## config.mk

```make
export PLATFORM = sky130hd
export DESIGN_NAME = clkSyncSeq
export DESIGN_NICKNAME = d
export VERILOG_FILES = /design/src/rtl/clk_sync_pkg.sv /design/src/rtl/clkSyncCtrl.sv /design/src/rtl/clkSyncPath.sv /design/src/rtl/clkSyncSeq.sv
export SDC_FILE = /design/constraint.sdc
export NUM_CORES = 1
export LEC_CHECK = 0
export BUFFER_PORTS_ARGS = -buffer_cell sky130_fd_sc_hd__buf_2
export CORE_AREA = 8 8 52 54
export DETAILED_ROUTE_END_ITERATION = 16
export DIE_AREA = 0 0 60 62
export PLACE_DENSITY = 0.74
export SYNTH_ARGS = -nofsm -noshare
export SYNTH_HDL_FRONTEND = slang
export SYNTH_SLANG_ARGS = --single-unit
```

## constraint.sdc

```tcl
create_clock -name clk -period 2.17 [get_ports clk]
set_input_delay 0.434 -clock clk [delete_from_list [all_inputs] [get_ports clk]]
set_output_delay 0.434 -clock clk [all_outputs]
set_load 0.005 [all_outputs]
```

## src/rtl/clk_sync_pkg.sv

```systemverilog
package clk_sync_pkg;

  typedef enum logic [2:0] {
    S_IDLE   = 3'd0,
    S_BLOCK  = 3'd1,
    S_WAIT01 = 3'd2,
    S_HOLD   = 3'd3,
    S_WAIT02 = 3'd4,
    S_RUN    = 3'd5
  } seqState_e;

  // Strobes from control to datapath
  typedef struct packed {
    logic loadBlock;  // start the blocking interval
    logic loadHold;   // start the hold interval
    logic stop01;     // 01 edge accepted
    logic fire990;    // hold interval expired
    logic start02;    // 02 edge accepted
    logic carryWin;   // a minute carry now counts as "before 01"
  } seqStb_t;

endpackage

```

## src/rtl/clkSyncCtrl.sv

```systemverilog
module clkSyncCtrl
  import clk_sync_pkg::*;
(
  input  logic      clk,
  input  logic      rstN,
  input  logic      arm,
  input  logic      markerStb,
  input  logic      codeEdgeStb,
  input  logic      cntDone,
  output seqStb_t   stb,
  output seqState_e state
);

  seqState_e nextState;

  always_comb begin
    nextState    = state;
    stb          = '0;
    stb.carryWin = arm && (state == S_IDLE || state == S_BLOCK || state == S_WAIT01);
    if (!arm) begin
      nextState = S_IDLE;
    end else begin
      case (state)
        S_IDLE:   if (markerStb) begin
                    stb.loadBlock = 1'b1;
                    nextState     = S_BLOCK;
                  end
        S_BLOCK:  if (cntDone) nextState = S_WAIT01;
        S_WAIT01: if (codeEdgeStb) begin
                    stb.stop01   = 1'b1;
                    stb.loadHold = 1'b1;
                    nextState    = S_HOLD;
                  end
        S_HOLD:   if (cntDone) begin
                    stb.fire990 = 1'b1;
                    nextState   = S_WAIT02;
                  end
        S_WAIT02: if (codeEdgeStb) begin
                    stb.start02 = 1'b1;
                    nextState   = S_RUN;
                  end
        S_RUN:    nextState = S_RUN;
        default:  nextState = S_IDLE;
      endcase
    end
  end

  always_ff @(posedge clk) begin
    if (!rstN) state <= S_IDLE;
    else       state <= nextState;
  end

  // an edge seen during BLOCK never leads straight to HOLD
  a_r2_no_skip_block: assert property (@(posedge clk) disable iff (!rstN)
    (state == S_BLOCK) |=> (state != S_HOLD));

  // disarm always lands in IDLE
  a_r9_disarm_idle: assert property (@(posedge clk) disable iff (!rstN)
    (!arm) |=> (state == S_IDLE));

endmodule

```

## src/rtl/clkSyncPath.sv

```systemverilog
module clkSyncPath
  import clk_sync_pkg::*;
#(
  parameter int BLOCK_MS = 590,
  parameter int HOLD_MS  = 990
) (
  input  logic    clk,
  input  logic    rstN,
  input  logic    arm,
  input  logic    msTick,
  input  logic    minCarryStb,
  input  logic    manPresetStb,
  input  seqStb_t stb,
  output logic    cntDone,
  output logic    clkGateEn,
  output logic    dispTrig,
  output logic    presetSecStb,
  output logic    clearSubStb,
  output logic    minAdvStb
);

  localparam int MAX_MS = (BLOCK_MS > HOLD_MS) ? BLOCK_MS : HOLD_MS;
  localparam int CW     = $clog2(MAX_MS + 1);
  localparam logic [CW-1:0] BLOCK_LD = CW'(BLOCK_MS);
  localparam logic [CW-1:0] HOLD_LD  = CW'(HOLD_MS);

  logic [CW-1:0] msCnt;
  logic          armQ;
  logic          advFlag;

  assign cntDone = msTick && (msCnt == CW'(1));

  always_ff @(posedge clk) begin
    if (!rstN)              msCnt <= '0;
    else if (stb.loadBlock) msCnt <= BLOCK_LD;
    else if (stb.loadHold)  msCnt <= HOLD_LD;
    else if (msTick && msCnt != '0) msCnt <= msCnt - CW'(1);
  end

  // Minute-advance flag: set on arming, cleared by an early carry or a manual preset
  always_ff @(posedge clk) begin
    if (!rstN) begin
      armQ    <= 1'b0;
      advFlag <= 1'b0;
    end else begin
      armQ <= arm;
      if (arm && !armQ)
        advFlag <= 1'b1;
      else if ((stb.carryWin && minCarryStb) || (arm && manPresetStb))
        advFlag <= 1'b0;
    end
  end

  always_ff @(posedge clk) begin
    if (!rstN)                               clkGateEn <= 1'b1;
    else if (!arm)                           clkGateEn <= 1'b1;
    else if (stb.stop01 || manPresetStb)     clkGateEn <= 1'b0;
    else if (stb.start02)                    clkGateEn <= 1'b1;
  end

  always_ff @(posedge clk) begin
    if (!rstN) begin
      dispTrig     <= 1'b0;
      presetSecStb <= 1'b0;
      clearSubStb  <= 1'b0;
      minAdvStb    <= 1'b0;
    end else begin
      dispTrig     <= stb.stop01;
      presetSecStb <= stb.fire990;
      clearSubStb  <= stb.fire990;
      minAdvStb    <= stb.fire990 && advFlag;
    end
  end

  // a minute advance never comes without a seconds preset
  a_r5_adv_with_preset: assert property (@(posedge clk) disable iff (!rstN)
    minAdvStb |-> presetSecStb);

  // the display trigger is a single-cycle pulse
  a_r3_disp_single: assert property (@(posedge clk) disable iff (!rstN)
    dispTrig |=> !dispTrig);

endmodule

```

## src/rtl/clkSyncSeq.sv

```systemverilog
module clkSyncSeq
  import clk_sync_pkg::*;
#(
  parameter int BLOCK_MS = 590,
  parameter int HOLD_MS  = 990
) (
  input  logic       clk,
  input  logic       rstN,
  input  logic       arm,
  input  logic       msTick,
  input  logic       markerStb,
  input  logic       codeEdgeStb,
  input  logic       minCarryStb,
  input  logic       manPresetStb,
  output logic       clkGateEn,
  output logic       dispTrig,
  output logic       presetSecStb,
  output logic       clearSubStb,
  output logic       minAdvStb,
  output logic [2:0] seqState
);

  seqStb_t   stb;
  seqState_e state;
  logic      cntDone;

  clkSyncCtrl ctrl_i (
    .clk         (clk),
    .rstN        (rstN),
    .arm         (arm),
    .markerStb   (markerStb),
    .codeEdgeStb (codeEdgeStb),
    .cntDone     (cntDone),
    .stb         (stb),
    .state       (state)
  );

  clkSyncPath #(
    .BLOCK_MS (BLOCK_MS),
    .HOLD_MS  (HOLD_MS)
  ) path_i (
    .clk          (clk),
    .rstN         (rstN),
    .arm          (arm),
    .msTick       (msTick),
    .minCarryStb  (minCarryStb),
    .manPresetStb (manPresetStb),
    .stb          (stb),
    .cntDone      (cntDone),
    .clkGateEn    (clkGateEn),
    .dispTrig     (dispTrig),
    .presetSecStb (presetSecStb),
    .clearSubStb  (clearSubStb),
    .minAdvStb    (minAdvStb)
  );

  assign seqState = state;

  // the counters stay stopped for the whole hold interval
  a_r4_stopped_in_hold: assert property (@(posedge clk) disable iff (!rstN)
    (seqState == 3'd3) |-> !clkGateEn);

  // while armed, the gate only reopens on entry to RUN
  a_r8_reopen_run: assert property (@(posedge clk) disable iff (!rstN)
    ($rose(clkGateEn) && $past(arm)) |-> (seqState == 3'd5));

endmodule

```

* After elaboration in Yosys (flattened, before gate mapping)
Index checks and enable logic that the tools add are counted.
Word-level totals: register bits after elaboration 19, bits of input ports 8
Operators by class: $add $sub $neg 1, equal/unequal tests 11, multiplexer cells 22, bitwise operators 1, reductions and logical operators 22
Operator list (count):
- $mux W10 | 3
- $pmux W3 S6 | 1
- $mux W3 | 5
- $eq A10 B1 Y1 const B | 1
- $mux W1 | 10
- $ne A2 B2 Y1 const B | 5
- $reduce_bool A10 Y1 | 1
- $sub A10 B1 Y10 const B | 1
- $logic_and A1 B1 Y1 | 7
- $eq A3 B2 Y1 const B | 2
- $eq A3 B3 Y1 const B | 2
- $reduce_bool A2 Y1 | 3
- $mux W5 | 1
- $reduce_and A5 Y1 | 1
- $logic_or A1 B1 Y1 | 4
- $mux W2 | 2
- $eq A3 B1 Y1 const B | 1
- $logic_not A3 Y1 | 1
- $reduce_bool A3 Y1 | 1
- $reduce_or A3 Y1 | 1
- $reduce_and A2 Y1 | 1
- $reduce_or A2 Y1 | 1
- $logic_not A1 Y1 | 1
- $not A1 Y1 | 1

* Logic depth before layout (Yosys ltp)
depth after elaboration 8, depth in mapped cells 6, gate-level depth less buffers 6

* By module
Synthesis repeated with hierarchy kept, for this count alone.
Unflattened totals: cell total of the unflattened synthesis 110, area total of the unflattened synthesis 1009.7 sq um
Modules (own cells, without submodules):
- clkSyncPath | instances 1, cells each 82, area each 785.8 sq um, seq. area each 320.3 sq um
- clkSyncCtrl | instances 1, cells each 28, area each 224.0 sq um, seq. area each 60.1 sq um

* Worst setup path after synthesis
OpenSTA, ideal clock, no wires.
kind reg2reg, start point reg path_i.msCnt[0], end point reg path_i.msCnt[9], setup time 0.120 ns, arrival time 1.731 ns, required time 2.050 ns, path slack 0.320 ns, stages on the path, launching flop included 7, period minus slack after synthesis 1.850 ns, cell sequence dfxtp_1 -> inv_1 -> ha_1 -> nor3b_1 -> a2111oi_4 -> and4_1 -> o31a_1
On the way: longest elaborated chain between the ends 4
RTL lines:
- from (decl) | line clkSyncPath.sv:27 | logic [CW-1:0] msCnt;
- from (signal assigned) | line clkSyncPath.sv:37 | else if (msTick && msCnt != '0) msCnt <= msCnt - CW'(1);
- $sub A10 B1 Y10 | line clkSyncPath.sv:37
- $mux W10 | line clkSyncPath.sv:37
- $mux W10 | line clkSyncPath.sv:36 | else if (stb.loadHold) msCnt <= HOLD_LD;
- $mux W10 | line clkSyncPath.sv:35 | else if (stb.loadBlock) msCnt <= BLOCK_LD;
Parallel ways exist; a longest one is shown, timed or not. The select of a mux whose other input is x is not followed. A chain may end at the register's enable or synchronous reset.

* Worst setup path in the final report
Same ends and word-level chain as after synthesis.

==> results_tabular.tex <==
\begin{tabular}{lr}
\hline
Metric & Value \\
\hline
\multicolumn{2}{l}{\textbf{Run status}} \\
Status & finished clean \\
\multicolumn{2}{l}{\textbf{Placement}} \\
Post-placement cell area & around 1100 µm² \\
Pre-CTS setup slack & approximately 0.11 ns \\
Final weighted congestion of routability-driven global placement & 0.877 \\
Final HPWL DP & around 1.6 mm \\
Total of buffers placed on input and output ports & 15 \\
\multicolumn{2}{l}{\textbf{Die}} \\
Core box area & about 1900 µm² \\
\# IOs & 16 \\
Die extent in y & approximately 62 µm \\
Floorplan die width & 60 µm \\
Full die area & 3720 µm² \\
Total number of placement rows & 16 \\
Effective utilization at floorplan & approximately half \\
\multicolumn{2}{l}{\textbf{Route}} \\
Initial detailed-routing violation count & 25 \\
Routed vias/inst & between 5 and 6 \\
Routed Antenna Nets & 0 \\
DR DRC count & 0 \\
Wirelength, routed & $\sim$2.1 mm \\
Detailed-router iteration count before antenna repair & 4 \\
Via count & roughly 860 \\
Drt wl/cell & about 14 µm \\
\multicolumn{2}{l}{\textbf{Layout}} \\
Antenna diode count & 0 \\
Finished Cell Area & roughly 1100 µm² \\
Share of final-layout standard cells stronger than drive strength 1 & 23.6\% \\
Fillers & about 170 \\
Area Overhead vs Synth & 14.0\% \\
Number of nets at the end of the flow & $\sim$140 \\
\multicolumn{2}{l}{\textbf{GRT}} \\
Vias in the first global route & a little under 900 \\
Wire length of the first global-routing pass & 3.55 mm \\
Pin count of the biggest net entering global routing & 12 \\
Antenna violations before repair & 0 \\
Remaining global-route overflow & 0 \\
Total routing usage reported by global routing & between 10 and 15\% \\
\multicolumn{2}{l}{\textbf{Clocking}} \\
TritonCTS clock tree & built \\
Cts-stage hold buffer count & 0 \\
Longest Clk Path Bufs & 2 \\
Num CTS Buffers & 3 \\
Clock slew at reported path FFs & around 0.11 ns \\
Clock tree root driver cell & clkbuf\_4 \\
Clk Latency, worst-skew pair & 0.29 ns \\
CTS sink cnt & 19 \\
CTS H-tree lvls & 1 \\
\multicolumn{2}{l}{\textbf{STA}} \\
Setup repair after global routing missed its margin & false \\
Setup violation total in the final timing report & 0 \\
Transition at the pin with the smallest max-transition slack & 0.472 ns \\
Worst setup skew after layout & 0.00132 ns \\
Max Freq & approximately 500 MHz \\
Final TNS setup & 0 ns \\
Portion of the clock cycle consumed by the worst path in the final layout & 91.5\% \\
Final worst-path setup slack & around 0.18 ns \\
Worst hold slack & approximately 0.34 ns \\
Final hold vios & 0 \\
Min cycle time layout & 1.99 ns \\
Slew Viols, Final & 0 \\
Relative max-transition margin & about two thirds \\
\multicolumn{2}{l}{\textbf{Pwr}} \\
Power per standard cell area & about 800 nW/µm² \\
Power consumption & 0.000879 W \\
Leakage power summed over all cells & about 0.48 nW \\
Worst-case vdd ir drop & about 0.00035 V \\
\multicolumn{2}{l}{\textbf{Logic synthesis}} \\
Main combinational cell family by area after synthesis & simple AND/OR/NAND/NOR gates \\
Portion of netlist area occupied by mux cells & 2.04\% \\
Synth Cell Area & 980 µm² \\
Count of unique library cells instantiated by Yosys & between 40 and 50 \\
Synthesized area per cell & between 8 and 9 µm² \\
Number of warnings reported in the yosys synthesis log & 0 \\
Most repeated cell in the gate-level netlist after synthesis & dfxtp\_1 \\
Mapped Cells & 109 \\
List of most frequent post-synthesis cells & 19 x dfxtp\_1, 12 x inv\_1, 9 x nor2\_1 \\
Library cell with the largest summed area after synthesis & dfxtp\_1 \\
Share of the synthesized area in the top cell type & about two fifths \\
Fraction of the mapped netlist area in simple logic gates & between 20\% and 30\% \\
Synth Area in Adders & about 2.6\% \\
Total of flip-flops plus latches after synthesis & 19 \\
Number of enable-type register cells in the synthesized netlist & 0 \\
Nets in the synthesized netlist & about 120 \\
Most used flip-flop cell after synthesis & dfxtp\_1 \\
Synth Area in XOR/XNOR & about 2.7\% \\
Compound-cell area share of the yosys netlist & about 23\% \\
Fraction of registers with async set or reset after synthesis & 0\% \\
Synth area leaders & dfxtp\_1 39\%, inv\_1 4.6\%, nor2\_1 3.4\% \\
Sequential area share after synthesis & 38.8\% \\
\multicolumn{2}{l}{\textbf{Run}} \\
Number of maximum-capacitance constraint violations & 0 \\
\multicolumn{2}{l}{\textbf{Critical path}} \\
Critical Path Sink Type & flop \\
Setup slack, reg-to-reg & approximately 0.18 ns \\
Critical-path maximum fanout & 5 \\
Critical setup path kind & reg -> reg \\
Worst Setup Start Kind & flop \\
Arrival time reported for the critical path endpoint & around 2.2 ns \\
Required time of the worst setup path & about 2.4 ns \\
\multicolumn{2}{l}{\textbf{Hold path}} \\
HP Class & in -> reg \\
\hline
\end{tabular}
-- area by class of cell --
class / count / area (µm²) / share of cell area [%]
Clock buffer: 3 / 22.5 / 2.02
Clock inverter: 1 / 5.00 / 0.448
Tap cell: 27 / 33.8 / 3.02
Timing Repair Buffer: 16 / 82.6 / 7.39
Sequential cell: 19 / 380 / 34.0
Multi-Input combinational cell: 76 / 548 / 49.0
Inverter: 12 / 45.0 / 4.03
-- what timing repair did --
| item | CTS | global route |
|---|---|---|
| resized for setup | 0 | 1 |
| endpoints found under the setup margin | 0 | 1 |
| buffers inserted | 0 | 0 |
-- through the flow --
step	utilization, %	std cells
after detailed placement	57.0	150
final	58.8	154
after global placement	57.0	150
after floorplan	-	109
after CTS	58.5	154
after global routing	58.8	154
-- registers in the layout, indices dropped and copies added (netlist names) --
name / flops
path_i.msCnt: 10
path_i.minAdvStb: 1
path_i.presetSecStb: 1
path_i.dispTrig: 1
path_i.clkGateEn: 1
ctrl_i.state: 3
path_i.armQ: 1
path_i.advFlag: 1
-- power breakdown --
group | internal, W | leakage [nW] | switching, W | total, W
Sequential | 0.000384 | 0.156 | 0.0000491 | 0.000433
Combinational | 0.000123 | 0.306 | 0.000148 | 0.000272
Clock | 0.0000684 | 0.0177 | 0.000107 | 0.000175
-- worst max-delay path: stages, from the launching register on --
cell,delay (ns)
dfxtp_1,0.48
inv_1,0.08
ha_1,0.26
nor3b_2,0.21
a2111oi_4,0.48
a31oi_1,0.14
o31a_1,0.24
-- layer usage --
layer | vias up | track usage, % | routed length (µm)
met5 | - | 0 | 0
met4 | 0 | 6.80 | 29
met3 | 4 | 3.09 | 92
met2 | 18 | 21.1 | 1050
met1 | 407 | 13.3 | 923
li1 | 430 | - | -
-- kinds of logic (layout without fill, tap and decap cells) --
logic type | count (synthesis) | count (layout)
AO/OA/AOI/OAI | 29 | 29
XOR/XNOR | 3 | 3
adder cells (fa/ha/maj) | 2 | 2
buffers and inverters | 14 | 32
flip-flops | 19 | 19
multiplexers | 2 | 2
AND/OR/NAND/NOR | 40 | 40
-- worst paths after layout --
kind,startpoint,end,depth (start not counted)
setup / recovery,path_i.msCnt[0],path_i.msCnt[9],6
hold / removal,manPresetStb,path_i.clkGateEn,2
setup reg to reg,path_i.msCnt[0],path_i.msCnt[9],6
hold reg to reg,path_i.advFlag,path_i.minAdvStb,1
-- layout by cell type, fill, tap and decap left out, types with 3 or more instances in the layout --
cell type and count:
dfxtp_1 19, buf_2 15, inv_1 12, nor2_1 9, nand2_1 7, o21ai_0 5
a21oi_1 4, a211oi_1 4, nor3_1 3, nand2b_1 3, a31oi_1 3, clkbuf_4 3
No activity file was read; power rests on OpenSTA's default activity.
